<file path="src/rtl/psync_gen_pkg.sv">
package psync_gen_pkg;
  typedef enum logic [1:0] {
    SEL_NEVER  = 2'd0,
    SEL_SYNCIN = 2'd1,
    SEL_TC     = 2'd2,
    SEL_ALWAYS = 2'd3
  } sel_e;

  localparam int SEL_W    = 2;
  localparam int NUM_SUB  = 4;
  localparam int BYTE_W   = 8;
  localparam int CNT_W    = 16;
  localparam int ADDR_W   = 3;
endpackage

</file>
<file path="src/rtl/sg_regs.sv">
module sg_regs
  import psync_gen_pkg::*;
#(
  parameter int AW   = ADDR_W,
  parameter int CW   = CNT_W,
  parameter int NSUB = NUM_SUB
) (
  input  logic                 clk,
  input  logic                 rst,
  input  logic                 wr_en,
  input  logic [AW-1:0]        wr_addr,
  input  logic [BYTE_W-1:0]    wr_data,
  output sel_e                 out_src,
  output logic                 os_en,
  output logic [NSUB*SEL_W-1:0] sel_vec,
  output logic [CW-1:0]        reload,
  output logic                 restart,
  output logic [CW-1:0]        restart_val,
  output logic                 os_pulse
);
  localparam int NBYTES = CW / BYTE_W;
  localparam logic [AW-1:0] A_CTRL = AW'(0);
  localparam logic [AW-1:0] A_SEL  = AW'(1);
  localparam logic [AW-1:0] A_CNT0 = AW'(2);
  localparam logic [AW-1:0] A_CTOP = AW'(2 + NBYTES - 1);
  localparam logic [AW-1:0] A_OS   = AW'(2 + NBYTES);

  logic [1:0]             src_q;
  logic                   os_en_q;
  logic [NSUB*SEL_W-1:0]  sel_q;
  logic [BYTE_W-1:0]      cnt_b [NBYTES];
  logic                   os_hit;

  assign os_hit = wr_en && (wr_addr == A_OS) && wr_data[0];

  always_ff @(posedge clk) begin
    if (rst) begin
      src_q    <= 2'd0;
      os_en_q  <= 1'b0;
      sel_q    <= '0;
      os_pulse <= 1'b0;
      for (int i = 0; i < NBYTES; i++) cnt_b[i] <= '1;
    end else begin
      os_pulse <= os_hit;
      if (wr_en) begin
        if (wr_addr == A_CTRL) begin
          src_q   <= wr_data[1:0];
          os_en_q <= wr_data[2];
        end
        if (wr_addr == A_SEL) sel_q <= wr_data[NSUB*SEL_W-1:0];
        for (int i = 0; i < NBYTES; i++)
          if (wr_addr == A_CNT0 + AW'(i)) cnt_b[i] <= wr_data;
      end
    end
  end

  assign restart = wr_en && (wr_addr == A_CTOP);

  for (genvar g = 0; g < NBYTES; g++) begin : g_bytes
    assign reload[g*BYTE_W +: BYTE_W] = cnt_b[g];
    if (g == NBYTES - 1) begin : g_top
      assign restart_val[g*BYTE_W +: BYTE_W] = wr_data;
    end else begin : g_low
      assign restart_val[g*BYTE_W +: BYTE_W] = cnt_b[g];
    end
  end

  assign out_src = sel_e'(src_q);
  assign os_en   = os_en_q;
  assign sel_vec = sel_q;

  // the one-shot pulse lasts a single clock unless triggered again
  a_r10_oneshot_single: assert property (@(posedge clk) disable iff (rst)
    (os_pulse && !os_hit) |=> !os_pulse);
endmodule

</file>
<file path="src/rtl/sg_counter.sv">
module sg_counter #(
  parameter int CW = 16
) (
  input  logic          clk,
  input  logic          rst,
  input  logic [CW-1:0] reload,
  input  logic          restart,
  input  logic [CW-1:0] restart_val,
  output logic          tc
);
  logic [CW-1:0] cnt_q;

  always_ff @(posedge clk) begin
    if (rst) begin
      cnt_q <= '1;
      tc    <= 1'b0;
    end else begin
      tc <= (cnt_q == '0);
      if (restart)            cnt_q <= restart_val;
      else if (cnt_q == '0)   cnt_q <= reload;
      else                    cnt_q <= cnt_q - 1'b1;
    end
  end

  // terminal count cannot persist into a second clock while count is nonzero
  a_r4_tc_one_clock: assert property (@(posedge clk) disable iff (rst)
    (tc && cnt_q != '0) |=> !tc);
  // zero count reloads the stored period
  a_r3_reload: assert property (@(posedge clk) disable iff (rst)
    (cnt_q == '0 && !restart) |=> (cnt_q == $past(reload)));
  // a high-byte write loads the new period at once
  a_r3_restart: assert property (@(posedge clk) disable iff (rst)
    restart |=> (cnt_q == $past(restart_val)));
endmodule

</file>
<file path="src/rtl/sg_sync_in.sv">
module sg_sync_in (
  input  logic clk,
  input  logic rst,
  input  logic sync_in,
  output logic level,
  output logic rise
);
  logic s1_q, s2_q, s3_q;

  always_ff @(posedge clk) begin
    if (rst) begin
      s1_q <= 1'b0;
      s2_q <= 1'b0;
      s3_q <= 1'b0;
    end else begin
      s1_q <= sync_in;
      s2_q <= s1_q;
      s3_q <= s2_q;
    end
  end

  assign level = s2_q;
  assign rise  = s2_q & ~s3_q;

  // an edge is detected once, never on two consecutive clocks
  a_r6_rise_single: assert property (@(posedge clk) disable iff (rst)
    rise |=> !rise);
endmodule

</file>
<file path="src/rtl/sg_strobe.sv">
module sg_strobe
  import psync_gen_pkg::*;
(
  input  logic clk,
  input  logic rst,
  input  sel_e sel,
  input  logic si_rise,
  input  logic tc,
  output logic clr
);
  always_ff @(posedge clk) begin
    if (rst) clr <= 1'b0;
    else begin
      unique case (sel)
        SEL_NEVER:  clr <= 1'b0;
        SEL_SYNCIN: clr <= si_rise;
        SEL_TC:     clr <= tc;
        SEL_ALWAYS: clr <= 1'b1;
        default:    clr <= 1'b0;
      endcase
    end
  end

  // never selector keeps strobe low
  a_r9_never_quiet: assert property (@(posedge clk) disable iff (rst)
    ($past(sel) == SEL_NEVER) |-> !clr);
  // always selector keeps strobe high
  a_r8_always_high: assert property (@(posedge clk) disable iff (rst)
    ($past(sel) == SEL_ALWAYS) |-> clr);
  // terminal-count selector strobes after each pulse
  a_r7_tc_follow: assert property (@(posedge clk) disable iff (rst)
    ($past(sel) == SEL_TC && $past(tc)) |-> clr);
endmodule

</file>
<file path="src/rtl/psync_gen.sv">
module psync_gen
  import psync_gen_pkg::*;
(
  input  logic         clk,
  input  logic         rst,
  input  logic         wr_en,
  input  logic [2:0]   wr_addr,
  input  logic [7:0]   wr_data,
  input  logic         sync_in,
  output logic         sync_out,
  output logic [3:0]   sub_clr
);
  sel_e                     out_src;
  logic                     os_en;
  logic [NUM_SUB*SEL_W-1:0] sel_vec;
  logic [CNT_W-1:0]         reload;
  logic                     restart;
  logic [CNT_W-1:0]         restart_val;
  logic                     os_pulse;
  logic                     tc;
  logic                     si_level;
  logic                     si_rise;
  logic                     src_bit;

  sg_regs #(.AW(ADDR_W), .CW(CNT_W), .NSUB(NUM_SUB)) regs_i (
    .clk(clk), .rst(rst), .wr_en(wr_en), .wr_addr(wr_addr), .wr_data(wr_data),
    .out_src(out_src), .os_en(os_en), .sel_vec(sel_vec), .reload(reload),
    .restart(restart), .restart_val(restart_val), .os_pulse(os_pulse)
  );

  sg_counter #(.CW(CNT_W)) cnt_i (
    .clk(clk), .rst(rst), .reload(reload), .restart(restart),
    .restart_val(restart_val), .tc(tc)
  );

  sg_sync_in sin_i (
    .clk(clk), .rst(rst), .sync_in(sync_in), .level(si_level), .rise(si_rise)
  );

  for (genvar g = 0; g < NUM_SUB; g++) begin : g_sub
    sg_strobe stb_i (
      .clk(clk), .rst(rst), .sel(sel_e'(sel_vec[g*SEL_W +: SEL_W])),
      .si_rise(si_rise), .tc(tc), .clr(sub_clr[g])
    );
  end

  always_comb begin
    unique case (out_src)
      SEL_NEVER:  src_bit = 1'b0;
      SEL_SYNCIN: src_bit = si_level;
      SEL_TC:     src_bit = tc;
      SEL_ALWAYS: src_bit = 1'b1;
      default:    src_bit = 1'b0;
    endcase
  end

  assign sync_out = src_bit | (os_pulse & os_en);

  // a disabled one-shot cannot raise a quiet output
  a_r11_oneshot_gated: assert property (@(posedge clk) disable iff (rst)
    (out_src == SEL_NEVER && !os_en) |-> !sync_out);
endmodule

</file>
<file path="config.mk">
export PLATFORM = sky130hd
export DESIGN_NAME = psync_gen
export DESIGN_NICKNAME = d
export VERILOG_FILES = /design/src/rtl/psync_gen_pkg.sv /design/src/rtl/sg_regs.sv /design/src/rtl/sg_counter.sv /design/src/rtl/sg_sync_in.sv /design/src/rtl/sg_strobe.sv /design/src/rtl/psync_gen.sv
export SDC_FILE = /design/constraint.sdc
export NUM_CORES = 1
export LEC_CHECK = 0
export ABC_AREA = 1
export CAP_MARGIN = 20
export CORE_MARGIN = 5
export CORE_UTILIZATION = 50
export CTS_BUF_LIST = sky130_fd_sc_hd__clkbuf_4
export DETAILED_ROUTE_END_ITERATION = 8
export PLACE_DENSITY = 0.76
export SETUP_SLACK_MARGIN = 0.3
export SYNTH_ARGS = -nofsm -noshare
export SYNTH_HDL_FRONTEND = slang
export SYNTH_SLANG_ARGS = --single-unit
</file>
<file path="constraint.sdc">
create_clock -name clk -period 1.7 [get_ports clk]
set_input_delay 0.17 -clock clk [delete_from_list [all_inputs] [get_ports clk]]
set_output_delay 0.17 -clock clk [all_outputs]
set_load 0.03 [all_outputs]
</file>
==> metrics.txt <==
status=finished clean; Yosys cell types=30; Final #Nets=351; grt ovf=0; clock sink count=52; Die Area=6440 µm²; Synth area leader=dfxtp_1; number of vias per cell=4.96; vias in the first global route=1,878; final core utilization=62.3%; Area Growth Syn to Fin=20.0%; deepest clock path buffer count=2; DRC Markers=0; Synth Flop Type=dfxtp_1; endpoints failing setup=0; antenna-violating nets left=0; multi-input logic area=1140 µm²; non-filler instance count after layout=402; Post-Synthesis Cells=301; element type at the critical path start=register; Placed Area=2740 µm²; top cell type's share of synthesized area=29.2%; share of post-route cells with drive strength above 1=21.8%; sequential share of the synthesized area=48.7%; DRT Pass-1 Iters=4; Async SR Flop Fraction=0%; Port Buffers=19; CP endpoint kind=register; TritonCTS clock tree=done; Post-synth EDFFs=16; Layout Skew=0.00892 ns; Starting Density=51.9%; max_slew headroom=77.2%; diode count=0; area of the mapped netlist=2470 µm²; MaxCap Viol Count=0; crit path max fanout=7; number of H-tree levels=2; first-pass GRT wire length=8560 µm; Clk pin slew, worst setup/hold paths=0.14 ns; WL final=5070 µm; WP data arrival=1.63 ns; minimum clock period=1.37 ns; IO Pins=20; most frequent CP cell=nand3_4; root buffer cell=clkbuf_4; via count=1,994; Hold Vio Cnt, Final=0; Worst-Skew Late Latency=0.35 ns; Core Region=4750 µm²; GPL Wtd Cong=0.897; CTS Hold Bufs=0; Pwr per Cell Area=706 nW/µm²; measured slew at the worst slew-check pin=0.342 ns; Die W=80.3 µm; Crit Path Class=reg2reg; Layout fillers=420; VDD IR max=0.664 mV; initial DRC count=85; wire per inst=12.6 µm; post-route cell area=2960 µm²; chip height=80.3 µm; CP cell instances=inv_4 -> ha_4 -> nand3_4 -> nor2_8 -> nand3_4 -> nand2_8 -> inv_6 -> nand2_2 -> nand3_2; slowest stage delay, CP=0.36 ns; initial antenna violation count=0; # rows=25; leakage power=1.29 nW; syn_nets=318; period utilization=80.5%; fin. max-slew vios=0; synthesized area per cell=8.20 µm²; Placed Cells=387; CTS buffer count=5; data required time of the worst path=1.97 ns; #FFs+latches synth=52; Syn. warnings=0; largest cells by area after synthesis=dfxtp_1, edfxtp_1, nand2_1; Setup TNS=0 ns; Seq. cell area=1210 µm²; largest net degree at the start of global routing=17; unrepaired setup endpoints after global routing=true; Max Fclk=730 MHz; worst hold path type=in2reg; detailed placer's ending HPWL=3780 µm; slowest cell on the critical path=dfxtp_2; aggregate global-route resource usage=17.0%
-- power by group --
group	internal [mW]	switching, mW
sequential	1.34	0.0354
clock	0.153	0.358
combinational	0.0932	0.116
total	1.58	0.510
-- routing by layer --
layer | wire length, µm | GRT usage, %
met5 | 0 | 0
met4 | 83 | 6.25
met3 | 205 | 4.04
met2 | 2460 | 27.6
met1 | 2320 | 22.0
-- worst paths after layout --
path                  start              to  slack (ns)  depth (start not counted)
min                 sync_in      sin_i.s1_q        0.32                          3
max reg2reg  cnt_i.cnt_q[0]  cnt_i.cnt_q[4]        0.33                          9
max          cnt_i.cnt_q[0]  cnt_i.cnt_q[4]        0.33                          9
min reg2reg      sin_i.s1_q     sin_i.level        0.41                          2
-- layout by cell type (no fill, tap or decap), drive strengths merged --
cell and n:
nor3 3, clkdlybuf4s50 14, nand3 18, buf 16, clkinv 3, o21ai 21
dfxtp 36, ha 2, edfxtp 16, nand4 9, inv 39, xnor2 5
xor2 2, clkinvlp 1, clkbuf 6, a21oi 28, nand3b 2, dlygate4sd2 4
nand2 68, nor2 42
-- state kept, by name, summed over array words and instances (netlist names) --
signal and flops:
cnt_i.cnt_q 16, regs_i.cnt_b 16, regs_i.sel_vec 8, g_sub.stb_i.clr 4, regs_i.out_src 2, cnt_i.tc 1, regs_i.os_en 1, regs_i.os_pulse 1
sin_i.level 1, sin_i.s1_q 1, sin_i.s3_q 1
-- logic make-up (layout without fill, tap and decap cells) --
| group | count (synthesis) | after routing | synth area share, % |
|---|---|---|---|
| xor+xnor | 7 | 7 | 2.48 |
| buf+inv | 50 | 83 | 9.12 |
| compound gates | 49 | 49 | 10.5 |
| flops | 52 | 52 | 48.7 |
| simple gates | 141 | 142 | 28.2 |
| fa+ha+maj | 2 | 2 | 1.01 |
-- cells in the mapped netlist, types with 2 or more instances --
library cell  count
nand2_4           2
a21oi_1          26
xnor2_1           5
buf_2             2
nand3_1          13
nor2_1           36
nor2_4            4
o21ai_2           2
a21oi_2           2
o21ai_1           3
xor2_1            2
nand2_1          62
nand2_2           3
ha_1              2
inv_2             5
nand4_1           8
buf_4             5
nor3_1            3
edfxtp_1         16
inv_1            35
dfxtp_1          36
nand3b_1          2
o21ai_0          16
clkbuf_1          2
nand3_2           4
-- area by class of cell --
type	instances	area share, %
clock buffers	5	1.27
clock inverters	3	0.465
inverters	40	5.70
multi-input cells	200	38.5
flip-flops and latches	52	40.7
well taps	67	2.83
repair buffers	35	10.5
-- critical path: cells and delay by family (launching register included) --
kind | cells | cell delay (ns)
adders and majority gates | 1 | 0.15
and+or+nand+nor | 6 | 0.64
DFF | 1 | 0.36
buffers and inverters | 2 | 0.12
-- per-stage QoR --
stage	hold slack [ns]	worst slack (ns)	total power [mW]
5_1_grt	0.291	0.226	2.20
3_5_place_dp	0.394	0.0520	1.58
3_3_place_gp	0.390	0.0898	1.58
4_1_cts	0.305	0.160	2.09
2_1_floorplan	0.277	0.325	1.49
6_report	0.319	0.331	2.09
-- repair_timing --
item	in CTS	in global routing
gates resized for setup	15	29
gates cloned	1	0
setup endpoints to repair	21	24
setup buffers	2	4
pin swaps	4	6
Note: power is estimated with default switching activity, not from simulation.
